File: src/rtl/fm_pkg.sv
package fm_pkg;
  typedef enum logic [1:0] {
    ST_IDLE  = 2'd0,
    ST_ARM   = 2'd1,
    ST_SYNC  = 2'd2,
    ST_COUNT = 2'd3
  } meas_st_t;
endpackage

File: src/rtl/fm_sig_cond.sv
module fm_sig_cond #(
  parameter int CAL_DIV = 150
) (
  input  logic clk,
  input  logic rst_n,
  input  logic sig_in,
  input  logic cal_sel,
  output logic rise
);
  localparam int CW = (CAL_DIV > 1) ? $clog2(CAL_DIV) : 1;

  logic [CW-1:0] cal_cnt_q;
  logic          cal_q;
  logic          src;
  logic [2:0]    sync_q;

  // internal calibration train, period CAL_DIV clocks
  always_ff @(posedge clk) begin
    if (!rst_n) begin
      cal_cnt_q <= '0;
      cal_q     <= 1'b0;
    end else begin
      cal_cnt_q <= (cal_cnt_q == CW'(CAL_DIV - 1)) ? '0 : cal_cnt_q + CW'(1);
      cal_q     <= (cal_cnt_q < CW'(CAL_DIV / 2));
    end
  end

  assign src = cal_sel ? cal_q : sig_in;

  // two-flop synchronizer plus one history flop for edge detection
  always_ff @(posedge clk) begin
    if (!rst_n) sync_q <= '0;
    else        sync_q <= {sync_q[1:0], src};
  end

  assign rise = sync_q[1] & ~sync_q[2];
endmodule

File: src/rtl/fm_gate_ctrl.sv
module fm_gate_ctrl
  import fm_pkg::*;
#(
  parameter int DIV           = 8,
  parameter int GATE_TICKS    = 240000,
  parameter int TIMEOUT_GATES = 4,
  parameter int PER_W         = 32,
  parameter int REF_W         = 32
) (
  input  logic             clk,
  input  logic             rst_n,
  input  logic             start,
  input  logic             rise,
  output logic [PER_W-1:0] per_o,
  output logic [REF_W-1:0] ref_o,
  output logic             per_wrap_o,
  output logic             ref_wrap_o,
  output logic             done_o,
  output logic             nosig_o
);
  localparam int TMO_TICKS = TIMEOUT_GATES * GATE_TICKS;
  localparam int GW = $clog2(GATE_TICKS + 1);
  localparam int TW = $clog2(TMO_TICKS + 1);
  localparam int DW = (DIV > 1) ? $clog2(DIV) : 1;

  meas_st_t         st_q;
  logic [PER_W-1:0] per_cnt_q;
  logic [REF_W-1:0] ref_cnt_q;
  logic             pwrap_q, rwrap_q;
  logic [GW-1:0]    gate_q;
  logic             armed_q;
  logic [TW-1:0]    tmo_q;
  logic             tick, open, close, timeout;
  logic [PER_W-1:0] per_nxt;
  logic [REF_W-1:0] ref_nxt;
  logic             pwrap_nxt, rwrap_nxt;

  assign open    = (st_q == ST_SYNC) && rise;
  assign close   = (st_q == ST_COUNT) && rise && armed_q;
  assign timeout = (st_q != ST_IDLE) && !rise && tick && (tmo_q == TW'(TMO_TICKS - 1));

  // reference tick: clk / DIV, phase restarted on the opening edge
  generate
    if (DIV > 1) begin : g_div
      logic [DW-1:0] div_q;
      always_ff @(posedge clk) begin
        if (!rst_n || open)              div_q <= '0;
        else if (div_q == DW'(DIV - 1))  div_q <= '0;
        else                             div_q <= div_q + DW'(1);
      end
      assign tick = (div_q == DW'(DIV - 1));
    end else begin : g_nodiv
      assign tick = 1'b1;
    end
  endgenerate

  assign per_nxt   = per_cnt_q + PER_W'(1);
  assign ref_nxt   = ref_cnt_q + REF_W'(1);
  assign pwrap_nxt = pwrap_q | (&per_cnt_q);
  assign rwrap_nxt = rwrap_q | (&ref_cnt_q);

  always_ff @(posedge clk) begin
    if (!rst_n) begin
      st_q       <= ST_IDLE;
      per_cnt_q  <= '0;
      ref_cnt_q  <= '0;
      pwrap_q    <= 1'b0;
      rwrap_q    <= 1'b0;
      gate_q     <= '0;
      armed_q    <= 1'b0;
      tmo_q      <= '0;
      per_o      <= '0;
      ref_o      <= '0;
      per_wrap_o <= 1'b0;
      ref_wrap_o <= 1'b0;
      done_o     <= 1'b0;
      nosig_o    <= 1'b0;
    end else begin
      done_o <= 1'b0;
      if (st_q == ST_IDLE) begin
        if (start) begin
          st_q    <= ST_ARM;
          nosig_o <= 1'b0;
          tmo_q   <= '0;
        end
      end else if (timeout) begin
        st_q    <= ST_IDLE;
        nosig_o <= 1'b1;
      end else begin
        if (rise)      tmo_q <= '0;
        else if (tick) tmo_q <= tmo_q + TW'(1);
        case (st_q)
          ST_ARM: if (rise) st_q <= ST_SYNC;
          ST_SYNC: if (rise) begin
            st_q      <= ST_COUNT;
            per_cnt_q <= '0;
            ref_cnt_q <= '0;
            pwrap_q   <= 1'b0;
            rwrap_q   <= 1'b0;
            gate_q    <= '0;
            armed_q   <= 1'b0;
          end
          ST_COUNT: begin
            if (tick) begin
              ref_cnt_q <= ref_nxt;
              rwrap_q   <= rwrap_nxt;
              if (!armed_q) begin
                if (gate_q == GW'(GATE_TICKS - 1)) armed_q <= 1'b1;
                else                               gate_q  <= gate_q + GW'(1);
              end
            end
            if (rise) begin
              per_cnt_q <= per_nxt;
              pwrap_q   <= pwrap_nxt;
            end
            if (close) begin
              st_q       <= ST_IDLE;
              per_o      <= per_nxt;
              per_wrap_o <= pwrap_nxt;
              ref_o      <= tick ? ref_nxt : ref_cnt_q;
              ref_wrap_o <= tick ? rwrap_nxt : rwrap_q;
              done_o     <= 1'b1;
            end
          end
          default: st_q <= ST_IDLE;
        endcase
      end
    end
  end

  // done is a single-cycle pulse
  p_done_pulse_r5: assert property (@(posedge clk) disable iff (!rst_n)
    done_o |=> !done_o);
  // latched results move only together with done
  p_hold_counts_r5: assert property (@(posedge clk) disable iff (!rst_n)
    !done_o |-> ($stable(per_o) && $stable(ref_o)));
  // a result is latched only on a rising edge after the preset gate expired
  p_close_on_edge_r3: assert property (@(posedge clk) disable iff (!rst_n)
    done_o |-> ($past(rise) && $past(armed_q)));
  // an aborted measurement produces no done pulse
  p_nosig_no_done_r8: assert property (@(posedge clk) disable iff (!rst_n)
    $rose(nosig_o) |-> !done_o);
endmodule

File: src/rtl/fm_avg.sv
module fm_avg #(
  parameter int PER_W    = 32,
  parameter int REF_W    = 32,
  parameter int ACC_W    = 48,
  parameter int GCNT_W   = 8,
  parameter int AVG_CLKS = 90000000
) (
  input  logic              clk,
  input  logic              rst_n,
  input  logic              done_i,
  input  logic [PER_W-1:0]  per_i,
  input  logic [REF_W-1:0]  ref_i,
  output logic              valid_o,
  input  logic              ready_i,
  output logic [ACC_W-1:0]  per_sum_o,
  output logic [ACC_W-1:0]  ref_sum_o,
  output logic [GCNT_W-1:0] gates_o
);
  localparam int AW = (AVG_CLKS > 1) ? $clog2(AVG_CLKS) : 1;

  logic              win_q;
  logic [AW-1:0]     wcnt_q;
  logic [ACC_W-1:0]  aper_q, aref_q, sum_per, sum_ref;
  logic [GCNT_W-1:0] ag_q, sum_g;
  logic              add;

  assign add     = done_i && !valid_o;
  assign sum_per = (win_q ? aper_q : '0) + (add ? ACC_W'(per_i) : '0);
  assign sum_ref = (win_q ? aref_q : '0) + (add ? ACC_W'(ref_i) : '0);
  assign sum_g   = (win_q ? ag_q : '0) + GCNT_W'(add);

  always_ff @(posedge clk) begin
    if (!rst_n) begin
      win_q     <= 1'b0;
      wcnt_q    <= '0;
      aper_q    <= '0;
      aref_q    <= '0;
      ag_q      <= '0;
      valid_o   <= 1'b0;
      per_sum_o <= '0;
      ref_sum_o <= '0;
      gates_o   <= '0;
    end else begin
      if (valid_o && ready_i) valid_o <= 1'b0;
      if (!valid_o) begin
        if (win_q || add) begin
          aper_q <= sum_per;
          aref_q <= sum_ref;
          ag_q   <= sum_g;
        end
        if (win_q) begin
          if (wcnt_q == AW'(AVG_CLKS - 1)) begin
            win_q     <= 1'b0;
            valid_o   <= 1'b1;
            per_sum_o <= sum_per;
            ref_sum_o <= sum_ref;
            gates_o   <= sum_g;
          end else begin
            wcnt_q <= wcnt_q + AW'(1);
          end
        end else if (add) begin
          win_q  <= 1'b1;
          wcnt_q <= '0;
        end
      end
    end
  end

  // an offered result holds until taken
  p_stream_hold_r11: assert property (@(posedge clk) disable iff (!rst_n)
    (valid_o && !ready_i) |=> (valid_o && $stable(per_sum_o) && $stable(ref_sum_o) && $stable(gates_o)));
  // a result appears only at the end of an open window
  p_publish_window_r10: assert property (@(posedge clk) disable iff (!rst_n)
    $rose(valid_o) |-> $past(win_q));
endmodule

File: src/rtl/recip_freq_meter.sv
module recip_freq_meter #(
  parameter int DIV           = 8,
  parameter int GATE_TICKS    = 240000,
  parameter int TIMEOUT_GATES = 4,
  parameter int CAL_DIV       = 150,
  parameter int PER_W         = 32,
  parameter int REF_W         = 32,
  parameter int AVG_CLKS      = 90000000,
  parameter int ACC_W         = 48,
  parameter int GCNT_W        = 8
) (
  input  logic              clk,
  input  logic              rst_n,
  input  logic              sig_in,
  input  logic              start,
  input  logic              cal_sel,
  output logic [PER_W-1:0]  per_count,
  output logic [REF_W-1:0]  ref_count,
  output logic              per_wrap,
  output logic              ref_wrap,
  output logic              done,
  output logic              no_signal,
  output logic              avg_valid,
  input  logic              avg_ready,
  output logic [ACC_W-1:0]  avg_per_sum,
  output logic [ACC_W-1:0]  avg_ref_sum,
  output logic [GCNT_W-1:0] avg_gates
);
  logic rise;

  fm_sig_cond #(.CAL_DIV(CAL_DIV)) u_cond (
    .clk(clk), .rst_n(rst_n), .sig_in(sig_in), .cal_sel(cal_sel), .rise(rise)
  );

  fm_gate_ctrl #(
    .DIV(DIV), .GATE_TICKS(GATE_TICKS), .TIMEOUT_GATES(TIMEOUT_GATES),
    .PER_W(PER_W), .REF_W(REF_W)
  ) u_gate (
    .clk(clk), .rst_n(rst_n), .start(start), .rise(rise),
    .per_o(per_count), .ref_o(ref_count), .per_wrap_o(per_wrap),
    .ref_wrap_o(ref_wrap), .done_o(done), .nosig_o(no_signal)
  );

  fm_avg #(
    .PER_W(PER_W), .REF_W(REF_W), .ACC_W(ACC_W), .GCNT_W(GCNT_W), .AVG_CLKS(AVG_CLKS)
  ) u_avg (
    .clk(clk), .rst_n(rst_n), .done_i(done), .per_i(per_count), .ref_i(ref_count),
    .valid_o(avg_valid), .ready_i(avg_ready), .per_sum_o(avg_per_sum),
    .ref_sum_o(avg_ref_sum), .gates_o(avg_gates)
  );
endmodule

File: config.mk
export PLATFORM = sky130hd
export DESIGN_NAME = recip_freq_meter
export DESIGN_NICKNAME = d
export VERILOG_FILES = /design/src/rtl/fm_pkg.sv /design/src/rtl/fm_sig_cond.sv /design/src/rtl/fm_gate_ctrl.sv /design/src/rtl/fm_avg.sv /design/src/rtl/recip_freq_meter.sv
export SDC_FILE = /design/constraint.sdc
export NUM_CORES = 1
export LEC_CHECK = 0
export ABC_AREA = 1
export ABC_CLOCK_PERIOD_IN_PS = 6600
export CAP_MARGIN = 0
export CORE_UTILIZATION = 37
export DETAILED_ROUTE_END_ITERATION = 8
export GPL_ROUTABILITY_DRIVEN = 0
export GPL_TIMING_DRIVEN = 0
export PLACE_DENSITY = 0.52
export REMOVE_ABC_BUFFERS = 1
export SETUP_SLACK_MARGIN = 0.3
export SYNTH_ARGS = -nofsm -noshare
export SYNTH_HDL_FRONTEND = slang
export SYNTH_HIERARCHICAL = 1
export SYNTH_SLANG_ARGS = --single-unit
File: constraint.sdc
create_clock -name clk -period 6.6 [get_ports clk]
set_input_delay 0.66 -clock clk [delete_from_list [all_inputs] [get_ports clk]]
set_output_delay 0.66 -clock clk [all_outputs]
set_load 0.02 [all_outputs]
==> summary.txt, run 1 <==
Core Box Area -> 73,000 um2
wire length of the first global-routing pass -> 136,000 um
Unique masters post-synth -> 42
largest fanout on the critical path -> 74
final-report hold violation count -> 0
worst clock skew on the final layout -> 0.0155 ns
share of synthesized cell area in and, or, nand and nor gates -> 40.1%
area fraction in compound gates after synthesis -> 8.14%
initial antenna violation count -> 0
final critical-path share of the clock period -> 66.0%
GR Util All Layers -> 22.8%
mean number of vias per cell -> 4.70
kind of end point of the critical path -> flip-flop
Skew-Pair Late Insertion Delay -> 0.61 ns
vias in the first global route -> 25,500
GR Util met3 -> 2.40%
Post-Syn Instances -> 4,668
critical path required time -> 7.14 ns
multiplexer area fraction after synthesis -> 0%
Post-Route WL -> 85,800 um
switching share of power -> 25.1%
met2 global-route usage -> 38.8%
dominant combinational cell family by area after synthesis -> simple AND/OR/NAND/NOR gates
total CTS buffers -> 50
fraction of power consumed by sequential logic -> 44.3%
busiest layer in global routing -> met2
routing usage on met1 -> 30.6%
final design area excluding fillers -> 31,600 um2
post-cts sizing count -> 0
internal power of the cells -> 4.48 mW
count of yosys warnings during synthesis -> 6
critical path startpoint category -> flip-flop
share of total power in the clock network -> 49.0%
Rows -> 99
CTS Sinks -> 427
Routed Antenna Nets -> 0
run status -> complete, no violations
max-cap check violation count -> 0
clock tree from TritonCTS -> built
number of slew-limit violations in the final report -> 0
Die X-Extent -> 274 um
RSZ-0062 raised after global routing -> false
remaining design rule violation count -> 0
leftover overflow at the end of global routing -> 0
average size of a mapped cell -> 5.85 um2
die span in y -> 274 um
initial cell density of the core -> 37.4%
Clock Tree Root -> clkbuf_16
Max IR drop VDD -> 0.161 mV
leakage power total -> 15.1 nW
Seq/Total Area, Yosys -> 31.3%
category of the critical setup timing path -> flip-flop to flip-flop
Area after DPL -> 29,900 um2
transition time at the pin with the least slew margin -> 1.25 ns
port buffer count -> 178
antenna diode instance count -> 0
worst max-slew margin expressed relative to the limit -> 16.4%
Avg WL per Cell -> 14.9 um
portion of total power attributed to combinational logic -> 6.7%
largest net degree at the start of global routing -> 75
P&R area growth vs syn -> 15.8%
Switching Power -> 1.50 mW
layout cells sized above 1 -> 3.32%
Post-Synth Adder-Cell Area -> 3.81%
initial drt markers -> 1,688
number of ports placed on the die boundary -> 179
type of the most critical hold path -> flip-flop to flip-flop
number of placed instances with taps included -> 5,684
power density over the cells -> 189 nW/um2
clock transition at the register clock pins on the worst setup and hold paths after CTS -> 0.06 ns
f_max -> 0.230 GHz
final period demand of the worst path -> 4.35 ns
post-CTS setup buffer count -> 0
filler-free cell count of the finished design -> 5,775
Setup Viol. Count Final -> 0
CTS HTree Levels -> 2
Post-DP HPWL -> 64,600 um
netlist area before placement -> 27,300 um2
Hold Buf Count CTS -> 0
data arrival time of the critical path -> 4.90 ns
synthesis-stage register bit count -> 427
vias after detailed routing -> 27,100
number of buffers on the longest clock path -> 3
Total Die Area -> 74,900 um2
Pre-antenna DRT Iters -> 6
final-layout setup total negative slack -> 0 ns
parity-gate share of the synthesized area counting xor and xnor cells -> 3.24%
final hold slack -> 0.415 ns
number of nets in the layout -> 4,865
routing by layer:
metal | up-vias | share of wire, %
li1 | 14400 | -
met1 | 12100 | 48
met2 | 489 | 46
met3 | 99 | 3.8
met4 | 0 | 2.2
met5 | - | 0
per-stage QoR:
| step | util, % | power (mW) | setup slack, ns |
|---|---|---|---|
| finish | 43.3 | 5.98 | 2.25 |
| global route | 43.3 | 6.23 | 1.79 |
| CTS | 43.3 | 6.08 | 2.05 |
| detailed placement | 40.9 | 3.11 | 2.05 |
| global placement | 40.5 | 3.10 | -7.78 |
| floorplan | - | 2.96 | -0.954 |
layout by cell type, fill, tap and decap left out, types with 6 or more instances in the layout:
| master | synthesis | routed |
|---|---|---|
| inv_4 | 0 | 6 |
| nor2_4 | 4 | 7 |
| inv_1 | 776 | 773 |
| xnor2_1 | 32 | 32 |
| nand2_1 | 1666 | 1666 |
| o211ai_1 | 22 | 22 |
| nand3_1 | 241 | 241 |
| a21oi_1 | 216 | 216 |
| o21ai_0 | 146 | 146 |
| clkdlybuf4s50_1 | 0 | 177 |
| ha_1 | 80 | 80 |
| nor2_1 | 644 | 642 |
| inv_2 | 13 | 10 |
| buf_16 | 0 | 6 |
| o21bai_1 | 11 | 11 |
| nand4_1 | 51 | 51 |
| and2_1 | 8 | 8 |
| clkinv_2 | 1 | 9 |
| nor2_2 | 15 | 14 |
| clkbuf_8 | 0 | 15 |
| nor3_1 | 46 | 46 |
| o21ai_1 | 20 | 20 |
| nand2_2 | 9 | 9 |
| nand3b_1 | 6 | 6 |
| xor2_1 | 69 | 69 |
| clkbuf_16 | 0 | 51 |
| dfxtp_1 | 427 | 426 |
| clkbuf_1 | 67 | 8 |
area by class of cell:
type                            count  area (um2)
Clock buffer                       74        1510
Clock inverter                     17         234
Fill cell                        8016       41400
Inverter                          790        2980
Multi-Input combinational cell   3320       15100
Sequential cell                   427        8550
Tap cell                          959        1200
Timing Repair Buffer              188        2020
synth_stat cells, drive strengths merged:
| cell type | instances | area, um2 |
|---|---|---|
| dfxtp | 427 | 8550 |
| buf | 64 | 445 |
| nor4 | 4 | 25.0 |
| clkbuf | 67 | 251 |
| or2 | 5 | 31.3 |
| xnor2 | 32 | 280 |
| nand2 | 1676 | 6320 |
| fa | 2 | 40.0 |
| o31ai | 1 | 7.51 |
| and2 | 8 | 50.1 |
| o21ai | 167 | 840 |
| nand4 | 52 | 340 |
| o211ai | 22 | 165 |
| nor2 | 663 | 2560 |
| clkinv | 1 | 5.00 |
| xor2 | 69 | 604 |
| ha | 80 | 1000 |
| a21oi | 217 | 1090 |
| nor3 | 51 | 280 |
| inv | 789 | 2960 |
| nand3 | 245 | 1250 |
| a221oi | 1 | 8.76 |
| a31oi | 1 | 6.26 |
| o21bai | 11 | 82.6 |
| nand3b | 6 | 45.0 |
| nor3b | 4 | 30.0 |
| a21o | 3 | 22.5 |
path summary, 6_finish.rpt:
| check | slack [ns] | to | from | cells after the start |
|---|---|---|---|---|
| hold / removal | 0.42 | u_cond/sync_q[1]$_SDFF_PN0_ | u_cond/sync_q[0]$_SDFF_PN0_ | 2 |
| hold reg to reg | 0.42 | u_cond/sync_q[1]$_SDFF_PN0_ | u_cond/sync_q[0]$_SDFF_PN0_ | 2 |
| setup reg to reg | 2.25 | u_avg/ref_sum_o[2]$_SDFFE_PN0P_ | u_avg/win_q$_SDFFE_PN0N_ | 11 |
| setup / recovery | 2.25 | u_avg/ref_sum_o[2]$_SDFFE_PN0P_ | u_avg/win_q$_SDFFE_PN0N_ | 11 |
sequential cells by signal, summed over array words and instances (netlist names), 2 cells and up:
register and cells:
u_cond/cal_cnt_q 8, u_gate/per_cnt_q 32, u_gate/ref_o 32, u_avg/ag_q 8
u_gate/per_o 32, u_avg/gates_o 8, u_cond/sync_q 3, u_avg/aper_q 48
u_avg/aref_q 48, u_avg/ref_sum_o 48, u_avg/per_sum_o 48, u_gate/tmo_q 20
u_gate/st_q 2, u_gate/gate_q 18, u_gate/g_div.div_q 3, u_gate/ref_cnt_q 32
u_avg/wcnt_q 27
power groups by stage:
stage	logic, mW	registers (mW)	clock network (mW)
3_3_place_gp	0.393	2.70	0
4_1_cts	0.404	2.65	3.03
6_report	0.400	2.65	2.93
2_1_floorplan	0.269	2.69	0
3_5_place_dp	0.403	2.70	0
5_1_grt	0.452	2.65	3.13
cells by family (layout without fill, tap and decap cells):
logic type | after synthesis | in the layout
flops | 427 | 427
buf+inv | 921 | 1069
simple gates | 2714 | 2714
fa+ha+maj | 82 | 82
compound gates | 423 | 423
xor+xnor | 101 | 101
worst max-delay path: stages, from the launching register on:
cell	delay, ns
dfxtp_4	0.76
buf_16	0.36
inv_2	0.16
nor3_1	0.19
nand2_1	0.07
nor2_1	0.08
nand3_1	0.16
inv_2	0.11
nand3_2	0.84
inv_4	1.06
nand2_1	0.28
nand2_1	0.13
Power figures use the tool's default switching activity.
==> run 2, diff against run 1 <==
ABC_CLOCK_PERIOD_IN_PS = 3700   (was 6600)
PLACE_DENSITY = 0.54   (was 0.52)
clock period = 3.7 ns   (was 6.6 ns; I/O delays follow)
==> run 2 against run 1 <==
  * Utilization grew 0.22 points
  * Via count grew 0.45%
  * Combinational power grew 78%
  * Fmax grew 38%
  * Routed wire length grew 0.39%
  * Sequential share of layout area shrank 0.14 points
  * Critical path depth grew 6
  * Sequential cell count is the same
==> summary.txt, run 2 (synthesized netlist as in run 1, its figures left out) <==
final design area excluding fillers -> 31,800 um2
Die X-Extent -> 274 um
critical path required time -> 4.19 ns
worst clock skew on the final layout -> 0.0315 ns
leading cell type in the layout, fill and taps excluded -> nand2_1
largest net degree at the start of global routing -> 79
worst setup slack for register-to-register paths -> 0.54 ns
final-report hold violation count -> 0
port buffer count -> 178
vias after detailed routing -> 27,300
wire length of the first global-routing pass -> 135,000 um
number of slew-limit violations in the final report -> 0
initial antenna violation count -> 0
commonest non-fill, non-tap cells in the layout -> nand2_1 (1,665), inv_1 (773), nor2_1 (640), dfxtp_1 (426), nand3_1 (241)
Routed Antenna Nets -> 0
clock tree from TritonCTS -> built
area of the multi-input gates -> 15,100 um2
remaining design rule violation count -> 0
number of buffers on the longest clock path -> 3
category of the critical setup timing path -> flip-flop to flip-flop
initial cell density of the core -> 37.4%
max-cap check violation count -> 0
Avg WL per Cell -> 14.9 um
clock transition at the register clock pins on the worst setup and hold paths after CTS -> 0.06 ns
Hold Buf Count CTS -> 0
layout filler cell count -> 7,941
type of the most critical hold path -> input pin to flip-flop
CTS Sinks -> 427
largest fanout on the critical path -> 33
Skew-Pair Late Insertion Delay -> 0.62 ns
Core Box Area -> 73,000 um2
mean number of vias per cell -> 4.71
final critical-path share of the clock period -> 85.3%
Pre-antenna DRT Iters -> 6
critical path startpoint category -> flip-flop
Setup Viol. Count Final -> 0
GR Util All Layers -> 22.5%
leftover overflow at the end of global routing -> 0
Total Die Area -> 74,900 um2
P&R area growth vs syn -> 16.4%
Clock Tree Root -> clkbuf_16
die span in y -> 274 um
transition time at the pin with the least slew margin -> 1.12 ns
Post-DP HPWL -> 64,100 um
Rows -> 99
Design Power -> 10.7 mW
number of nets in the layout -> 4,873
worst max-slew margin expressed relative to the limit -> 25.1%
leakage power total -> 15.2 nW
f_max -> 0.317 GHz
Post-Route WL -> 86,100 um
total CTS buffers -> 52
RSZ-0062 raised after global routing -> false
vias in the first global route -> 25,100
run status -> complete, no violations
CTS HTree Levels -> 2
number of ports placed on the die boundary -> 179
data arrival time of the critical path -> 3.64 ns
final period demand of the worst path -> 3.16 ns
layout cells sized above 1 -> 3.56%
Area after DPL -> 29,900 um2
initial drt markers -> 1,666
power density over the cells -> 337 nW/um2
Max IR drop VDD -> 0.339 mV
final-layout setup total negative slack -> 0 ns
footprint of the flip-flops and latches -> 8550 um2
kind of end point of the critical path -> flip-flop
run 2: changes by cell type in the layout (fill, tap and decap cells not counted), sizes merged:
cell      before  now
diode          0    1
clkinv         9   15
clkinvlp       2    4
buf           11   16
inv          791  790
clkbuf        74   73
run 2: report_power, final:
group | switching, mW | internal (mW)
clock | 2.11 | 3.15
combinational | 0.544 | 0.167
sequential | 0.0655 | 4.66
run 2: metal layers:
metal  vias to the layer above  wire [um]  global-route usage [%]
met5                         -          0                       0
met2                       584      39500                    37.8
met1                     12100      40300                    29.9
met3                       116       4060                    2.73
met4                         0       2250                    6.95
li1                      14500          -                       -
run 2: path summary, 6_finish.rpt:
check | depth (start not counted) | to | from
worst max-delay path | 17 | u_avg/per_sum_o[40]$_SDFFE_PN0P_ | u_avg/valid_o$_SDFF_PN0_
worst min-delay path | 3 | u_gate/ref_o[28]$_SDFFE_PN0P_ | rst_n
worst max register to register | 17 | u_avg/per_sum_o[40]$_SDFFE_PN0P_ | u_avg/valid_o$_SDFF_PN0_
worst min register to register | 2 | u_cond/sync_q[1]$_SDFF_PN0_ | u_cond/sync_q[0]$_SDFF_PN0_
run 2: area by class of cell:
class,count,share of cell area [%]
flip-flops and latches,427,26.9
repair inverters,1,0.0276
well taps,959,3.78
multi-input cells,3320,47.6
diodes,1,0.00788
repair buffers,193,6.63
inverters,790,9.48
clock inverters,23,0.768
clock buffers,73,4.80
run 2: worst max-delay path: stages (launching register included):
cell and delay (ns):
dfxtp_1 0.46, nor2_4 0.07, bufinv_16 0.28, nor2_1 0.08, ha_1 0.26, fa_1 0.46, nand3_1 0.10, nand3_1 0.21
nand2_1 0.12, nand2_1 0.15, nand2_1 0.10, nand3_1 0.17, nand2_1 0.20, nand2_1 0.08, nand2_1 0.08, nand2_1 0.07
nand2_1 0.06, nand2_1 0.05
run 2: what timing repair did:
action	CTS	global route
setup buffers	1	3
gates cloned	0	1
gates resized for setup	8	3
setup endpoints to repair	105	25
pin swaps	0	1
run 2: stage by stage:
| stage | instances | hold WS, ns | utilization (%) | setup slack (ns) |
|---|---|---|---|---|
| floorplan | 4537 | 0.390 | - | -3.85 |
| global placement | 5674 | 0.405 | 40.5 | -10.52 |
| detailed placement | 5685 | 0.411 | 40.9 | -0.618 |
| CTS | 5782 | 0.184 | 43.5 | 0.358 |
| global route | 5786 | 0.200 | 43.5 | 0.356 |
| finish | 5787 | 0.217 | 43.5 | 0.544 |
